### src/rtl/serial_regbank_pkg.sv
package serial_regbank_pkg;

  // Byte offsets of the register slots
  localparam logic [7:0] OFS_MODE = 8'h00;
  localparam logic [7:0] OFS_BAUD = 8'h04;
  localparam logic [7:0] OFS_CTL  = 8'h08;
  localparam logic [7:0] OFS_TXD  = 8'h0C;
  localparam logic [7:0] OFS_STAT = 8'h10;
  localparam logic [7:0] OFS_RXD  = 8'h14;
  localparam logic [7:0] OFS_FCR  = 8'h18;
  localparam logic [7:0] OFS_RCNT = 8'h1C;
  localparam logic [7:0] OFS_PORT = 8'h20;
  localparam logic [7:0] OFS_LSR  = 8'h24;

  // Storage masks
  localparam logic [7:0] MODE_MASK = 8'h7B;
  localparam logic [7:0] CTL_MASK  = 8'hFA;
  localparam logic [7:0] PORT_MASK = 8'hF3;

  // Reset values
  localparam logic [7:0] BAUD_RST = 8'hFF;
  localparam logic [7:0] CTL_RST  = 8'h20;

  // Control bit positions
  localparam int CTL_TIE = 7;
  localparam int CTL_RIE = 6;
  localparam int CTL_TE  = 5;

  // Status bit positions
  localparam int ST_TEND = 6;
  localparam int ST_TDE  = 5;
  localparam int ST_BRK  = 4;
  localparam int ST_RDF  = 1;
  localparam int ST_DR   = 0;

  typedef struct packed {
    logic tend;
    logic tde;
    logic brk;
    logic rdf;
    logic dr;
  } flags_t;

  typedef enum logic [3:0] {
    SEL_NONE, SEL_MODE, SEL_BAUD, SEL_CTL, SEL_TXD, SEL_STAT,
    SEL_RXD, SEL_FCR, SEL_RCNT, SEL_PORT, SEL_LSR
  } sel_e;

  function automatic logic [3:0] trig_level(input logic [1:0] code);
    case (code)
      2'd0:    trig_level = 4'd1;
      2'd1:    trig_level = 4'd4;
      2'd2:    trig_level = 4'd8;
      default: trig_level = 4'd14;
    endcase
  endfunction

endpackage

### src/rtl/sr_decode.sv
module sr_decode
  import serial_regbank_pkg::*;
#(
  parameter int ADDR_W = 6
) (
  input  logic [ADDR_W-1:0] addr,
  output sel_e              sel
);
  logic [7:0] a8;

  always_comb begin
    a8 = 8'(addr);
    case (a8)
      OFS_MODE: sel = SEL_MODE;
      OFS_BAUD: sel = SEL_BAUD;
      OFS_CTL:  sel = SEL_CTL;
      OFS_TXD:  sel = SEL_TXD;
      OFS_STAT: sel = SEL_STAT;
      OFS_RXD:  sel = SEL_RXD;
      OFS_FCR:  sel = SEL_FCR;
      OFS_RCNT: sel = SEL_RCNT;
      OFS_PORT: sel = SEL_PORT;
      OFS_LSR:  sel = SEL_LSR;
      default:  sel = SEL_NONE;
    endcase
  end
endmodule

### src/rtl/sr_cfg.sv
module sr_cfg
  import serial_regbank_pkg::*;
#(
  parameter int DATA_W = 16
) (
  input  logic              clk,
  input  logic              rst,
  input  logic              wr,
  input  sel_e              sel,
  input  logic [DATA_W-1:0] wdata,
  output logic [7:0]        mode_q,
  output logic [7:0]        baud_q,
  output logic [7:0]        ctl_q,
  output logic [DATA_W-1:0] fcr_q,
  output logic [7:0]        port_q,
  output logic [7:0]        tx_byte,
  output logic              tx_strobe
);
  logic [7:0] wbyte;
  assign wbyte = wdata[7:0];

  always_ff @(posedge clk) begin
    if (rst) begin
      mode_q    <= '0;
      baud_q    <= BAUD_RST;
      ctl_q     <= CTL_RST;
      fcr_q     <= '0;
      port_q    <= '0;
      tx_byte   <= '0;
      tx_strobe <= 1'b0;
    end else begin
      tx_strobe <= 1'b0;
      if (wr) begin
        case (sel)
          SEL_MODE: mode_q <= wbyte & MODE_MASK;
          SEL_BAUD: baud_q <= wbyte;
          SEL_CTL:  ctl_q  <= wbyte & CTL_MASK;
          SEL_FCR:  fcr_q  <= wdata;
          SEL_PORT: port_q <= wbyte & PORT_MASK;
          SEL_TXD: begin
            tx_byte   <= wbyte;
            tx_strobe <= 1'b1;
          end
          default: ;
        endcase
      end
    end
  end
endmodule

### src/rtl/sr_flags.sv
module sr_flags
  import serial_regbank_pkg::*;
(
  input  logic   clk,
  input  logic   rst,
  input  logic   stat_wr,
  input  flags_t stat_keep,
  input  logic   ctl_wr,
  input  logic   ctl_wr_te,
  input  logic   ctl_wr_rie,
  input  logic   txd_wr,
  input  logic   stat_rd,
  input  logic   ctl_te,
  input  logic   ctl_rie,
  input  logic   rxd_pop,
  input  logic   rxd_below,
  input  logic   ev_dr,
  input  logic   ev_full,
  input  logic   ev_brk,
  output flags_t flags_q,
  output logic   irq_rx
);
  flags_t nxt;
  logic   irq_n;

  always_comb begin
    nxt   = flags_q;
    irq_n = irq_rx;
    // Software clears: a zero bit clears, a one bit keeps
    if (stat_wr) begin
      nxt.tend = nxt.tend & stat_keep.tend;
      nxt.tde  = nxt.tde  & stat_keep.tde;
      nxt.brk  = nxt.brk  & stat_keep.brk;
      nxt.rdf  = nxt.rdf  & stat_keep.rdf;
      nxt.dr   = nxt.dr   & stat_keep.dr;
      if (!stat_keep.rdf || !stat_keep.dr) irq_n = 1'b0;
    end
    if (txd_wr) nxt.tde = 1'b0;
    if (ctl_wr) begin
      if (!ctl_wr_te)  nxt.tend = 1'b1;
      if (!ctl_wr_rie) irq_n    = 1'b0;
    end
    // Instant transmitter: a status read refills the transmit flags
    if (stat_rd && ctl_te) begin
      nxt.tde  = 1'b1;
      nxt.tend = 1'b1;
    end
    if (rxd_pop && rxd_below) nxt.rdf = 1'b0;
    // Receive path events have the last word
    if (ev_dr)  nxt.dr  = 1'b1;
    if (ev_brk) nxt.brk = 1'b1;
    if (ev_full) begin
      nxt.rdf = 1'b1;
      if (ctl_rie) irq_n = 1'b1;
    end
  end

  always_ff @(posedge clk) begin
    if (rst) begin
      flags_q <= '{tend: 1'b1, tde: 1'b1, brk: 1'b0, rdf: 1'b0, dr: 1'b0};
      irq_rx  <= 1'b0;
    end else begin
      flags_q <= nxt;
      irq_rx  <= irq_n;
    end
  end
endmodule

### src/rtl/sr_rdmux.sv
module sr_rdmux
  import serial_regbank_pkg::*;
#(
  parameter int DATA_W = 16,
  parameter int CNT_W  = 5
) (
  input  logic              clk,
  input  logic              rst,
  input  logic              rd,
  input  sel_e              sel,
  input  flags_t            flags,
  input  logic [7:0]        mode_q,
  input  logic [7:0]        ctl_q,
  input  logic [DATA_W-1:0] fcr_q,
  input  logic [7:0]        port_q,
  input  logic [CNT_W-1:0]  rx_count,
  input  logic [7:0]        rx_data,
  input  logic              rxd_pop,
  output logic [DATA_W-1:0] rdata,
  output logic              rx_pop
);
  logic [DATA_W-1:0] word;

  always_comb begin
    word = '0;
    case (sel)
      SEL_MODE: word = DATA_W'(mode_q);
      SEL_CTL:  word = DATA_W'(ctl_q);
      SEL_FCR:  word = fcr_q;
      SEL_PORT: word = DATA_W'(port_q);
      SEL_RCNT: word = DATA_W'(rx_count);
      SEL_RXD:  word = rxd_pop ? DATA_W'(rx_data) : '0;
      SEL_STAT: begin
        word[ST_TEND] = flags.tend;
        word[ST_TDE]  = flags.tde;
        word[ST_BRK]  = flags.brk;
        word[ST_RDF]  = flags.rdf;
        word[ST_DR]   = flags.dr;
      end
      default: word = '0;
    endcase
  end

  always_ff @(posedge clk) begin
    if (rst) begin
      rdata  <= '0;
      rx_pop <= 1'b0;
    end else begin
      rx_pop <= rxd_pop;
      if (rd) rdata <= word;
    end
  end
endmodule

### src/rtl/serial_regbank.sv
module serial_regbank
  import serial_regbank_pkg::*;
#(
  parameter int ADDR_W     = 6,
  parameter int DATA_W     = 16,
  parameter int FIFO_DEPTH = 16,
  localparam int CNT_W     = $clog2(FIFO_DEPTH + 1)
) (
  input  logic              clk,
  input  logic              rst,
  input  logic [ADDR_W-1:0] bus_addr,
  input  logic              bus_wr,
  input  logic              bus_rd,
  input  logic [DATA_W-1:0] bus_wdata,
  output logic [DATA_W-1:0] bus_rdata,
  output logic [7:0]        tx_byte,
  output logic              tx_strobe,
  output logic [7:0]        baud_div,
  output logic [3:0]        rx_trig_level,
  input  logic              rx_dr_set,
  input  logic              rx_full_set,
  input  logic              rx_break_set,
  input  logic [CNT_W-1:0]  rx_count,
  input  logic [7:0]        rx_data,
  output logic              rx_pop,
  output logic              irq_tx,
  output logic              irq_rx
);
  sel_e              sel;
  logic [7:0]        mode_q, ctl_q, port_q;
  logic [DATA_W-1:0] fcr_q;
  flags_t            flags_q;
  flags_t            stat_keep;
  logic              rxd_pop, rxd_below;
  logic [7:0]        cnt8, trig8;

  sr_decode #(.ADDR_W(ADDR_W)) u_dec (.addr(bus_addr), .sel(sel));

  sr_cfg #(.DATA_W(DATA_W)) u_cfg (
    .clk(clk), .rst(rst), .wr(bus_wr), .sel(sel), .wdata(bus_wdata),
    .mode_q(mode_q), .baud_q(baud_div), .ctl_q(ctl_q), .fcr_q(fcr_q),
    .port_q(port_q), .tx_byte(tx_byte), .tx_strobe(tx_strobe)
  );

  assign rx_trig_level = trig_level(fcr_q[7:6]);
  assign cnt8          = 8'(rx_count);
  assign trig8         = 8'(rx_trig_level);
  assign rxd_pop       = bus_rd && (sel == SEL_RXD) && (rx_count != '0);
  // count - 1 < trigger  <=>  count <= trigger
  assign rxd_below     = (cnt8 <= trig8);
  assign irq_tx        = ctl_q[CTL_TIE];

  assign stat_keep = '{tend: bus_wdata[ST_TEND], tde: bus_wdata[ST_TDE],
                       brk:  bus_wdata[ST_BRK],  rdf: bus_wdata[ST_RDF],
                       dr:   bus_wdata[ST_DR]};

  sr_flags u_flags (
    .clk(clk), .rst(rst),
    .stat_wr(bus_wr && sel == SEL_STAT), .stat_keep(stat_keep),
    .ctl_wr(bus_wr && sel == SEL_CTL),
    .ctl_wr_te(bus_wdata[CTL_TE]), .ctl_wr_rie(bus_wdata[CTL_RIE]),
    .txd_wr(bus_wr && sel == SEL_TXD),
    .stat_rd(bus_rd && sel == SEL_STAT),
    .ctl_te(ctl_q[CTL_TE]), .ctl_rie(ctl_q[CTL_RIE]),
    .rxd_pop(rxd_pop), .rxd_below(rxd_below),
    .ev_dr(rx_dr_set), .ev_full(rx_full_set), .ev_brk(rx_break_set),
    .flags_q(flags_q), .irq_rx(irq_rx)
  );

  sr_rdmux #(.DATA_W(DATA_W), .CNT_W(CNT_W)) u_rd (
    .clk(clk), .rst(rst), .rd(bus_rd), .sel(sel), .flags(flags_q),
    .mode_q(mode_q), .ctl_q(ctl_q), .fcr_q(fcr_q), .port_q(port_q),
    .rx_count(rx_count), .rx_data(rx_data), .rxd_pop(rxd_pop),
    .rdata(bus_rdata), .rx_pop(rx_pop)
  );
endmodule

### config.mk
export PLATFORM = sky130hd
export DESIGN_NAME = serial_regbank
export DESIGN_NICKNAME = d
export VERILOG_FILES = /design/src/rtl/serial_regbank_pkg.sv /design/src/rtl/sr_decode.sv /design/src/rtl/sr_cfg.sv /design/src/rtl/sr_flags.sv /design/src/rtl/sr_rdmux.sv /design/src/rtl/serial_regbank.sv
export SDC_FILE = /design/constraint.sdc
export NUM_CORES = 1
export LEC_CHECK = 0
export ABC_CLOCK_PERIOD_IN_PS = 1900
export BUFFER_PORTS_ARGS = -buffer_cell sky130_fd_sc_hd__buf_2
export CELL_PAD_IN_SITES_DETAIL_PLACEMENT = 0
export CELL_PAD_IN_SITES_GLOBAL_PLACEMENT = 1
export CORE_UTILIZATION = 39
export DETAILED_ROUTE_END_ITERATION = 8
export GPL_TIMING_DRIVEN = 1
export PLACE_DENSITY_LB_ADDON = 0.1
export SYNTH_ARGS = -nofsm -noshare
export SYNTH_HDL_FRONTEND = slang
export SYNTH_SLANG_ARGS = --single-unit
### constraint.sdc
create_clock -name clk -period 1.9 [get_ports clk]
set_input_delay 0.19 -clock clk [delete_from_list [all_inputs] [get_ports clk]]
set_output_delay 0.19 -clock clk [all_outputs]
set_load 0.05 [all_outputs]
==> results of run 1 <==
==> routing by layer <==
metal,vias up,GRT usage,routed length [um]
met5,-,0,0
met4,0,0.0808,125
met3,12,0.0388,448
met2,75,0.337,4120
met1,1409,0.303,4510
li1,1512,-,-
==> metrics by stage <==
step,hold WS [ns],worst slack [ns],cell area (um^2),instances
6_report,0.0645,0.236,4140,579
5_1_grt,0.0556,0.130,4140,579
4_1_cts,0.0609,0.227,4140,579
3_5_place_dp,0.437,0.116,3940,563
3_3_place_gp,0.426,0.175,3940,563
2_1_floorplan,0.308,0.220,3330,385
==> layout make-up <==
class                           instances  area, um^2  share of cell area
Clock buffer                            9         124              0.0299
Clock inverter                          7        70.1              0.0169
Inverter                                8        30.0             0.00726
Multi-Input combinational cell        272        1690               0.407
Sequential cell                        74        1480               0.358
Tap cell                              105         131              0.0318
Timing Repair Buffer                  104         616               0.149
==> worst min path at each step <==
stage | slack [ns] | end | cells past startpoint
CTS | 0.06 | u_flags.flags_q[0]$_SDFFE_PP0P_ | 3
global route | 0.06 | u_cfg.fcr_q[8]$_SDFFE_PP0P_ | 3
detailed placement | 0.44 | u_cfg.fcr_q[8]$_SDFFE_PP0P_ | 3
finish | 0.06 | u_flags.flags_q[0]$_SDFFE_PP0P_ | 3
global placement | 0.43 | u_flags.flags_q[0]$_SDFFE_PP0P_ | 3
floorplan | 0.31 | u_cfg.baud_q[0]$_SDFFE_PP1P_ | 1
==> flip-flops by register name, summed over array words and instances (netlist names) <==
signal and cells:
u_cfg.mode_q 6, u_cfg.fcr_q 16, u_cfg.tx_byte 8, u_rd.rx_pop 1, u_flags.irq_rx 1, u_rd.rdata 16, u_cfg.port_q 6, u_cfg.baud_q 8
u_cfg.ctl_q 6, u_flags.flags_q 5, u_cfg.tx_strobe 1
==> cells by family after synthesis <==
kind of cell	after synthesis	synth area share
AND/OR/NAND/NOR	149	0.224
multiplexers	32	0.102
buffers and inverters	39	0.0482
AO/OA/AOI/OAI	87	0.166
adder cells (fa/ha/maj)	4	0.0151
flip-flops	74	0.446
==> power by group through the flow <==
stage               logic, mW  registers (mW)  clock network (mW)
CTS                     0.255            1.56                1.25
global placement        0.255            1.60                   0
detailed placement      0.255            1.60                   0
finish                  0.255            1.57                1.22
global route            0.278            1.57                1.31
floorplan               0.133            1.61                   0
==> worst register-to-register path, delay by kind of cell (launching register included) <==
kind | cells | cell delay, ns
simple gates | 3 | 0.44
fa+ha+maj | 1 | 0.31
compound gates | 3 | 0.30
buf+inv | 1 | 0.16
flops | 1 | 0.35
==> layout by cell type (no fill, tap or decap), types with 9 or more instances in the layout <==
cell                       instances
sky130_fd_sc_hd__nand3_1          17
sky130_fd_sc_hd__dfxtp_1          74
sky130_fd_sc_hd__o21ai_0          12
sky130_fd_sc_hd__nand2b_1          9
sky130_fd_sc_hd__a211o_1          10
sky130_fd_sc_hd__a21oi_1          37
sky130_fd_sc_hd__buf_4            20
sky130_fd_sc_hd__mux2i_1          27
sky130_fd_sc_hd__nor2_1           27
sky130_fd_sc_hd__buf_2            81
sky130_fd_sc_hd__nor2b_1          20
sky130_fd_sc_hd__clkbuf_8          9
sky130_fd_sc_hd__nand2_1          54
==> flow_summary_export.csv, run 1 <==
group,metric,value,unit
outcome,run_status,"completed",
timing,tns,0,ns
die,die_width,94.3,um
die,area_enclosed_by_the_die_boundary,8900,um^2
critical_path,crit_path_end,"u_flags.flags_q[1]$_SDFFE_PP0P_",
critical_path,worst_path_max_delay_cell,"sky130_fd_sc_hd__dfxtp_1",
critical_path,crit_cells,8,
critical_path,critical_path.top_delay_family,"simple AND/OR/NAND/NOR gates",
logic_synthesis,synthTopCellsByCount,"sky130_fd_sc_hd__dfxtp_1, sky130_fd_sc_hd__nand2_1, sky130_fd_sc_hd__a21oi_1",
layout,final_util,0.504,
die,die-height,94.3,um
power_and_ir_drop,report.power.total,3.04,mW
power_and_ir_drop,power.switching,776,uW
clocking,cts_max_path_buffers,2,
logic_synthesis,post_synth_inst_count,385,
critical_path,critPathBufInv,1,
worst_hold_path,hp-class,"in2reg",
logic_synthesis,number_of_storage_elements_in_the_synthesis_netlist,74,
critical_path,setup_slack_reg_to_reg,0.24,ns
global_routing,pin_count_of_the_biggest_net_entering_global_routing,39,
route,first_iter_violations,107,
clocking,worst_skew_pair.late_latency,0.35,ns
route,drt-wirelength-per-cell,15.9,um
power_and_ir_drop,pwr-share-seq,0.515,
route,drtPass1Iterations,4,
global_routing,grt_first_pass_wirelength,14600,um
die,fp-row-count,33,
layout,flow.area_growth_from_synthesis,24.5,%
clocking,number_of_h_tree_levels,3,
clocking,worst_setup_hold_path_clk_slew,0.09,ns
critical_path,critical_path_arrival,1.91,ns
logic_synthesis,yosysTopAreaCellShare,0.446,
critical_path,slowest_cell_delay_on_critical_path,0.35,ns
critical_path,worst_r2r_startpoint,"u_cfg.fcr_q[6]$_SDFFE_PP0P_",
power_and_ir_drop,p_leak,1.70,nW
timing,timing.final.setup_violations,0,
logic_synthesis,ys_dominant_reg_cell,"sky130_fd_sc_hd__dfxtp_1",
logic_synthesis,synth_area_per_cell,8.63,um^2
clocking,cts_post_setup_buffers_inserted,0,
power_and_ir_drop,power.internal,2.26,mW
power_and_ir_drop,clkPwrFrac,0.401,
logic_synthesis,postSynth.asyncResetShare,0,
clocking,hold_bufs_at_cts,0,
layout,layout_cell_share_with_drive_strength_beyond_1,0.274,
die,core,8220,um^2
critical_path,timing.critical_path.from,"u_cfg.fcr_q[6]$_SDFFE_PP0P_",
placed_design,io_buffers,81,
timing,worst-slew-pin-transition,0.451,ns
clocking,tritoncts,"built",
critical_path,crit_path_start_kind,"register",
timing,timing.fmax,0.601,GHz
route,antenna_violating_nets_post_route,0,
timing,hold_violations,0,
timing,max_slew_margin,0.695,
logic_synthesis,synth_edf_count,0,
timing,post-route-min-period,1.66,ns
timing,post-route-period-util,0.876,
critical_path,critical_path_cell_list,"nand2_1 -> ha_1 -> nor2b_1 -> o211ai_1 -> a21oi_1 -> nor3b_1 -> buf_4 -> o22ai_1",
clocking,cts.root.buffer_cell,"sky130_fd_sc_hd__clkbuf_8",
critical_path,critical_path.endpoint_type,"register",
global_routing,final_global_route_overflow_total,0,
logic_synthesis,syn_nets,431,
logic_synthesis,synth.cell_area,3320,um^2
power_and_ir_drop,pwr-share-comb,0.084,
route,drt-total-wl,9210,um
clocking,cts_buffer_count,9,
job,max_cap_viol_count,0,
timing,clock_skew,0.00948,ns
critical_path,reg2regPathDepth,8,
logic_synthesis,ys_top_cells_by_area,"sky130_fd_sc_hd__dfxtp_1, sky130_fd_sc_hd__mux2i_1, sky130_fd_sc_hd__nand2_1",
critical_path,setup.worst_path.class,"reg2reg",
route,dr_total_vias,3008,
critical_path,critPathMaxFanout,2,
route,vias_per_cell,5.20,
route,route.detailed.drc,0,
placed_design,dp.final_hpwl,6680,um
die,initial_utilization,0.405,
logic_synthesis,synth.most_common_cell,"sky130_fd_sc_hd__dfxtp_1",
layout,final.fill_count,823,
worst_hold_path,hold_path_startpoint,"rx_dr_set",
logic_synthesis,yosys_warnings,0,
power_and_ir_drop,power_switching_share,0.256,
power_and_ir_drop,pd_cells,734,nW/um^2
global_routing,grt_antenna_before_repair,0,
logic_synthesis,seq_area_frac_synth,0.446,
critical_path,r2r-end,"u_flags.flags_q[1]$_SDFFE_PP0P_",
die,floorplan.io_pins,82,
layout,antenna_cells,0,
clocking,clock_sinks,74,
logic_synthesis,largest_area_contributor_in_the_netlist,"sky130_fd_sc_hd__dfxtp_1",
global_routing,vias_in_the_first_global_route,2738,
layout,nets,515,
placed_design,routabilityCongestion,0.889,
timing,timing.final.max_slew_violations,0,
critical_path,cp_data_required_time,2.14,ns
timing,rsz0062_at_grt,"false",
logic_synthesis,netlist_cell_types,46,
power_and_ir_drop,ir_worst_vdd,0.388,mV
global_routing,grt_use_total,0.219,
clocking,cts-resized-gates,0,
Note: power is estimated with default switching activity, not from simulation.
==> run 2: changes to the inputs <==
--- a/config.mk
+++ b/config.mk
@@ -5,11 +5,12 @@
 export SDC_FILE = /design/constraint.sdc
 export NUM_CORES = 1
 export LEC_CHECK = 0
-export ABC_CLOCK_PERIOD_IN_PS = 1900
+export ABC_CLOCK_PERIOD_IN_PS = 1400
 export BUFFER_PORTS_ARGS = -buffer_cell sky130_fd_sc_hd__buf_2
 export CELL_PAD_IN_SITES_DETAIL_PLACEMENT = 0
 export CELL_PAD_IN_SITES_GLOBAL_PLACEMENT = 1
-export CORE_UTILIZATION = 39
+export CORE_MARGIN = 10
+export CORE_UTILIZATION = 35
 export DETAILED_ROUTE_END_ITERATION = 8
 export GPL_TIMING_DRIVEN = 1
 export PLACE_DENSITY_LB_ADDON = 0.1
==> constraint.sdc (replaced) <==
create_clock -name clk -period 1.4 [get_ports clk]
set_input_delay 0.14 -clock clk [delete_from_list [all_inputs] [get_ports clk]]
set_output_delay 0.14 -clock clk [all_outputs]
set_load 0.05 [all_outputs]
==> run 2 against run 1 <==
Highest routed layer unchanged; critical endpoint unchanged; non-clock buffer count rose by 32; the flow now finishes with violations (negative setup slack); global-route usage shrank 6.4 points; final cell count increased by 9.7%.
==> flow_summary_export.csv, run 2 (synthesized netlist as in run 1, its figures left out) <==
group,metric,value,unit
route,route.detailed.drc,0,
clocking,cts.root.buffer_cell,"sky130_fd_sc_hd__clkbuf_8",
global_routing,final_global_route_overflow_total,0,
die,initial_utilization,0.360,
die,die_width,117,um
power_and_ir_drop,ir_worst_vdd,0.406,mV
timing,timing.final.setup_violations,1,
job,max_cap_viol_count,0,
placed_design,placedCellCount,616,
clocking,cts_buffer_count,9,
critical_path,cp_data_required_time,1.64,ns
timing,hold_violations,0,
global_routing,pin_count_of_the_biggest_net_entering_global_routing,67,
outcome,violations,"negative setup slack",
die,core,9240,um^2
timing,timing.fmax,0.654,GHz
critical_path,setup.worst_path.class,"reg2reg",
placed_design,dp.final_hpwl,8050,um
critical_path,critPathBufInv,2,
layout,registers_with_the_most_flip_flops,"u_cfg.fcr_q (16), u_rd.rdata (16)",
layout,antenna_cells,0,
global_routing,vias_in_the_first_global_route,3156,
timing,worst-slew-pin-transition,0.473,ns
timing,holdWs,0.0245,ns
route,first_iter_violations,156,
timing,post-route-min-period,1.53,ns
route,drt-wirelength-per-cell,16.9,um
critical_path,reg2regPathDepth,7,
critical_path,worst_path_max_delay_cell,"sky130_fd_sc_hd__dfxtp_4",
route,drt-total-wl,10700,um
clocking,worst_setup_hold_path_clk_slew,0.09,ns
outcome,run_status,"finished with violations",
route,drtPass1Iterations,4,
route,met2WireLength,4870,um
route,vias_per_cell,4.89,
clocking,cts_max_path_buffers,2,
layout,most-common-layout-cells,"sky130_fd_sc_hd__buf_2, sky130_fd_sc_hd__dfxtp_1, sky130_fd_sc_hd__nand2_1",
critical_path,critPathMaxFanout,3,
global_routing,grt_first_pass_wirelength,17300,um
die,fp-row-count,35,
power_and_ir_drop,report.power.total,4.20,mW
layout,flow.area_growth_from_synthesis,36.3,%
critical_path,critical_path_arrival,1.77,ns
layout,layout.cells.most_common,"sky130_fd_sc_hd__buf_2",
timing,rsz0062_at_grt,"true",
route,dr_total_vias,3108,
timing,post-route-period-util,1.09,
timing,postLayoutSetupSlackWorst,-0.129,ns
critical_path,critical_path.top_delay_family,"simple AND/OR/NAND/NOR gates",
global_routing,grt_use_total,0.154,
global_routing,grt_antenna_before_repair,0,
critical_path,crit_path_start_kind,"register",
placed_design,dp_worst_setup_slack,-0.410,ns
critical_path,r2r-end,"u_flags.flags_q[1]$_SDFFE_PP0P_",
power_and_ir_drop,pd_cells,928,nW/um^2
route,top_layer,"met4",
timing,max_slew_margin,0.682,
critical_path,worst_r2r_startpoint,"u_cfg.fcr_q[7]$_SDFFE_PP0P_",
critical_path,critical_path.endpoint_type,"register",
power_and_ir_drop,p_leak,1.88,nW
timing,tns,-0.129,ns
placed_design,routabilityCongestion,0.884,
die,area_enclosed_by_the_die_boundary,13800,um^2
critical_path,timing.critical_path.from,"u_cfg.fcr_q[7]$_SDFFE_PP0P_",
route,detail_route.wirelength.met1,4960,um
clocking,number_of_h_tree_levels,3,
timing,timing.final.max_slew_violations,0,
placed_design,io_buffers,81,
critical_path,setup_slack_reg_to_reg,-0.13,ns
layout,layout_cell_share_with_drive_strength_beyond_1,0.344,
layout,nets,547,
critical_path,crit_path_end,"u_flags.flags_q[1]$_SDFFE_PP0P_",
die,die-height,117,um
clocking,clock_sinks,74,
clocking,tritoncts,"built",
worst_hold_path,holdPathStages,3,
route,antenna_violating_nets_post_route,0,
clocking,worst_skew_pair.late_latency,0.35,ns
critical_path,slowest_cell_delay_on_critical_path,0.37,ns
route,dr_wl_met3,709,um
layout,instances_no_fill,635,
worst_hold_path,hp-class,"in2reg",
timing,clock_skew,0.0110,ns
die,floorplan.io_pins,82,
critical_path,critical_path_cell_list,"buf_6 -> inv_1 -> ha_4 -> and4_1 -> a21oi_2 -> nor3b_2 -> o22ai_1",
critical_path,crit_cells,7,
## run 2: worst register-to-register path: cells and delay by family (launching register included)
family                     cells  cell delay [ns]
and+or+nand+nor                2             0.45
DFF                            1             0.37
adders and majority gates      1             0.27
buffers and inverters          2             0.17
AOI/OAI and AO/OA              2             0.17
## run 2: through the flow
stage	util	cell area, um^2
floorplan	-	3390
global route	0.490	4530
finish	0.490	4530
global placement	0.458	4240
detailed placement	0.458	4240
CTS	0.487	4500
## run 2: area by class of cell
cell class              count  area [um^2]
fillers                   908         4710
repair buffers            136          891
flip-flops and latches     74         1490
inverters                   8         30.0
clock buffers               9          124
well taps                 129          161
multi-input cells         272         1770
clock inverters             7         70.1
## run 2: routing by layer
layer  vias to the layer above  track usage
li1                       1573            -
met1                      1450        0.200
met2                        77        0.238
met3                         8       0.0508
met4                         0       0.0440
met5                         -            0
## run 2: report_power, final
| part | internal (mW) | leakage, nW | total [mW] | switching, mW |
|---|---|---|---|---|
| sequential | 2.12 | 0.599 | 2.12 | 0.00741 |
| clock | 0.820 | 0.0990 | 1.67 | 0.847 |
| combinational | 0.177 | 1.19 | 0.415 | 0.238 |
| total | 3.11 | 1.88 | 4.20 | 1.09 |
## run 2: what timing repair did
| item | CTS | global route |
|---|---|---|
| setup buffers | 1 | 1 |
| resized for setup | 9 | 8 |
| pin swaps | 8 | 7 |
| hold endpoints to repair | 1 | 0 |
| endpoints found under the setup margin | 2 | 4 |
| hold buffers | 1 | 0 |
## run 2: how the worst min path moves through the flow
stage / start / to / slack, ns
after floorplan: bus_wdata[0] / u_cfg.baud_q[0]$_SDFFE_PP1P_ / 0.26
after global placement: rx_dr_set / u_flags.flags_q[0]$_SDFFE_PP0P_ / 0.37
after detailed placement: rx_dr_set / u_flags.flags_q[0]$_SDFFE_PP0P_ / 0.38
after CTS: bus_wdata[9] / u_cfg.fcr_q[9]$_SDFFE_PP0P_ / 0.01
after global routing: bus_wdata[12] / u_cfg.fcr_q[12]$_SDFFE_PP0P_ / 0.02
final: bus_wdata[11] / u_cfg.fcr_q[11]$_SDFFE_PP0P_ / 0.02
==> run 3: changes to the inputs <==
--- a/config.mk
+++ b/config.mk
@@ -14,6 +14,7 @@
 export DETAILED_ROUTE_END_ITERATION = 8
 export GPL_TIMING_DRIVEN = 1
 export PLACE_DENSITY_LB_ADDON = 0.1
+export SKIP_CTS_REPAIR_TIMING = 1
 export SYNTH_ARGS = -nofsm -noshare
 export SYNTH_HDL_FRONTEND = slang
 export SYNTH_SLANG_ARGS = --single-unit
==> run 3 against run 2 <==
The run still ends with negative setup slack left; critical path depth unchanged; power rose by 0.28%; sequential share of layout area about the same; via count is 0.55% higher; count of clock-buffer cells in the layout unchanged; first-iteration DRC count is 10% higher; worst hold slack got worse by 0.0023 ns; non-clock buffer count shrank 1; final cell count shrank 0.16%; maximum frequency is 2.8% lower; largest power group unchanged; critical path type unchanged.
==> flow_summary_export.csv, run 3 (synthesized netlist as in run 1, its figures left out) <==
group,metric,value,unit
global_routing,vias_in_the_first_global_route,3104,
layout,antenna_cells,0,
layout,final.fill_count,907,
die,floorplan.io_pins,82,
route,first_iter_violations,172,
critical_path,worst_r2r_startpoint,"u_cfg.fcr_q[7]$_SDFFE_PP0P_",
layout,layout.area.seq,1490,um^2
timing,timing.final.setup_violations,1,
placed_design,io_buffers,81,
clocking,cts_max_path_buffers,2,
timing,postLayoutSetupSlackWorst,-0.174,ns
power_and_ir_drop,report.power.total,4.22,mW
route,drtPass1Iterations,4,
power_and_ir_drop,pd_cells,931,nW/um^2
layout,multi_input_area,1770,um^2
worst_hold_path,holdPathStages,3,
timing,hold_violations,0,
worst_hold_path,hp-class,"in2reg",
critical_path,setup.worst_path.class,"reg2reg",
clocking,cts_buffer_count,9,
die,die_width,117,um
timing,post-route-period-util,1.12,
layout,registers_with_the_most_flip_flops,"u_cfg.fcr_q (16), u_rd.rdata (16)",
timing,worst-slew-pin-transition,0.471,ns
die,fp-row-count,35,
critical_path,crit_path_start_kind,"register",
die,area_enclosed_by_the_die_boundary,13800,um^2
die,core,9240,um^2
job,max_cap_viol_count,0,
clocking,tritoncts,"built",
clocking,clock_sinks,74,
critical_path,critPathMaxFanout,3,
critical_path,reg2regPathDepth,7,
global_routing,grt_use_total,0.153,
critical_path,critical_path.endpoint_type,"register",
die,die-height,117,um
global_routing,final_global_route_overflow_total,0,
clocking,worst_skew_pair.late_latency,0.35,ns
global_routing,pin_count_of_the_biggest_net_entering_global_routing,67,
timing,timing.final.max_slew_violations,0,
power_and_ir_drop,p_leak,1.88,nW
route,antenna_violating_nets_post_route,0,
clocking,worst_setup_hold_path_clk_slew,0.09,ns
route,route.detailed.drc,0,
placed_design,dp.final_hpwl,8050,um
worst_hold_path,min_delay_worst_endpoint,"u_cfg.fcr_q[11]$_SDFFE_PP0P_",
layout,nets,546,
critical_path,timing.critical_path.from,"u_cfg.fcr_q[7]$_SDFFE_PP0P_",
route,dr_total_vias,3125,
clocking,cts.root.buffer_cell,"sky130_fd_sc_hd__clkbuf_8",
critical_path,setup_slack_reg_to_reg,-0.17,ns
layout,layout.cells.most_common,"sky130_fd_sc_hd__buf_2",
placed_design,dp_worst_setup_slack,-0.410,ns
layout,layout_cell_share_with_drive_strength_beyond_1,0.343,
route,drt-total-wl,10800,um
route,vias_per_cell,4.93,
die,initial_utilization,0.360,
global_routing,grt_first_pass_wirelength,17100,um
clocking,number_of_h_tree_levels,3,
layout,most-common-layout-cells,"sky130_fd_sc_hd__buf_2, sky130_fd_sc_hd__dfxtp_1, sky130_fd_sc_hd__nand2_1",
outcome,run_status,"finished with violations",
outcome,violations,"negative setup slack",
global_routing,grt_antenna_before_repair,0,
timing,timing.fmax,0.635,GHz
critical_path,r2r-end,"u_flags.flags_q[1]$_SDFFE_PP0P_",
timing,clock_skew,0.0109,ns
timing,rsz0062_at_grt,"true",
route,drt-wirelength-per-cell,17.0,um
timing,post-route-min-period,1.57,ns
critical_path,cp_data_required_time,1.64,ns
placed_design,routabilityCongestion,0.884,
critical_path,critical_path_arrival,1.81,ns
worst_hold_path,hold_path_startpoint,"bus_wdata[11]",
power_and_ir_drop,ir_worst_vdd,0.408,mV
layout,flow.area_growth_from_synthesis,36.2,%
timing,max_slew_margin,0.683,
[run 3: critical path, cell delays in order, from the launching register on]
cell                       delay, ns
sky130_fd_sc_hd__dfxtp_4        0.37
sky130_fd_sc_hd__nand2_2        0.08
sky130_fd_sc_hd__ha_4           0.21
sky130_fd_sc_hd__nor2b_1        0.12
sky130_fd_sc_hd__o211ai_1       0.21
sky130_fd_sc_hd__a21oi_2        0.10
sky130_fd_sc_hd__nor3b_2        0.27
sky130_fd_sc_hd__o22ai_1        0.10
[run 3: metal layers]
layer,track usage,part of all wire
met1,0.201,0.46
met2,0.233,0.45
met3,0.0504,0.072
met4,0.0440,0.014
met5,0,0
[run 3: worst max-delay path by stage]
| stage | cells after the start | to | slack (ns) |
|---|---|---|---|
| floorplan | 7 | u_flags.flags_q[1]$_SDFFE_PP0P_ | -0.07 |
| global placement | 7 | u_flags.flags_q[1]$_SDFFE_PP0P_ | -0.38 |
| detailed placement | 5 | u_flags.flags_q[1]$_SDFFE_PP0P_ | -0.41 |
| CTS | 7 | u_flags.flags_q[1]$_SDFFE_PP0P_ | -0.39 |
| global route | 7 | u_flags.flags_q[1]$_SDFFE_PP0P_ | -0.25 |
| finish | 7 | u_flags.flags_q[1]$_SDFFE_PP0P_ | -0.17 |
[run 3: layout make-up]
type	instances	share of cell area
Tap cell	129	0.0356
Multi-Input combinational cell	272	0.392
Inverter	8	0.00663
Clock buffer	9	0.0274
Sequential cell	74	0.328
Timing Repair Buffer	135	0.195
Clock inverter	7	0.0155
[run 3: power by group]
group          internal (mW)  total, mW  switching (mW)  leakage (nW)
registers               2.12       2.12         0.00743         0.599
logic                  0.177      0.417           0.240          1.18
clock network          0.820       1.68           0.856        0.0990
total                   3.11       4.22            1.10          1.88
[run 3: through the flow]
step                std cells  instance area [um^2]  TNS, ns   util  hold WS [ns]
global placement          616                  4240    -6.08  0.458         0.375
detailed placement        616                  4240    -6.70  0.458         0.385
global route              634                  4530   -0.256  0.490        0.0174
CTS                       632                  4430   -0.485  0.479      -0.00221
finish                    634                  4530   -0.174  0.490        0.0222
floorplan                 385                  3390   -0.135      -         0.258
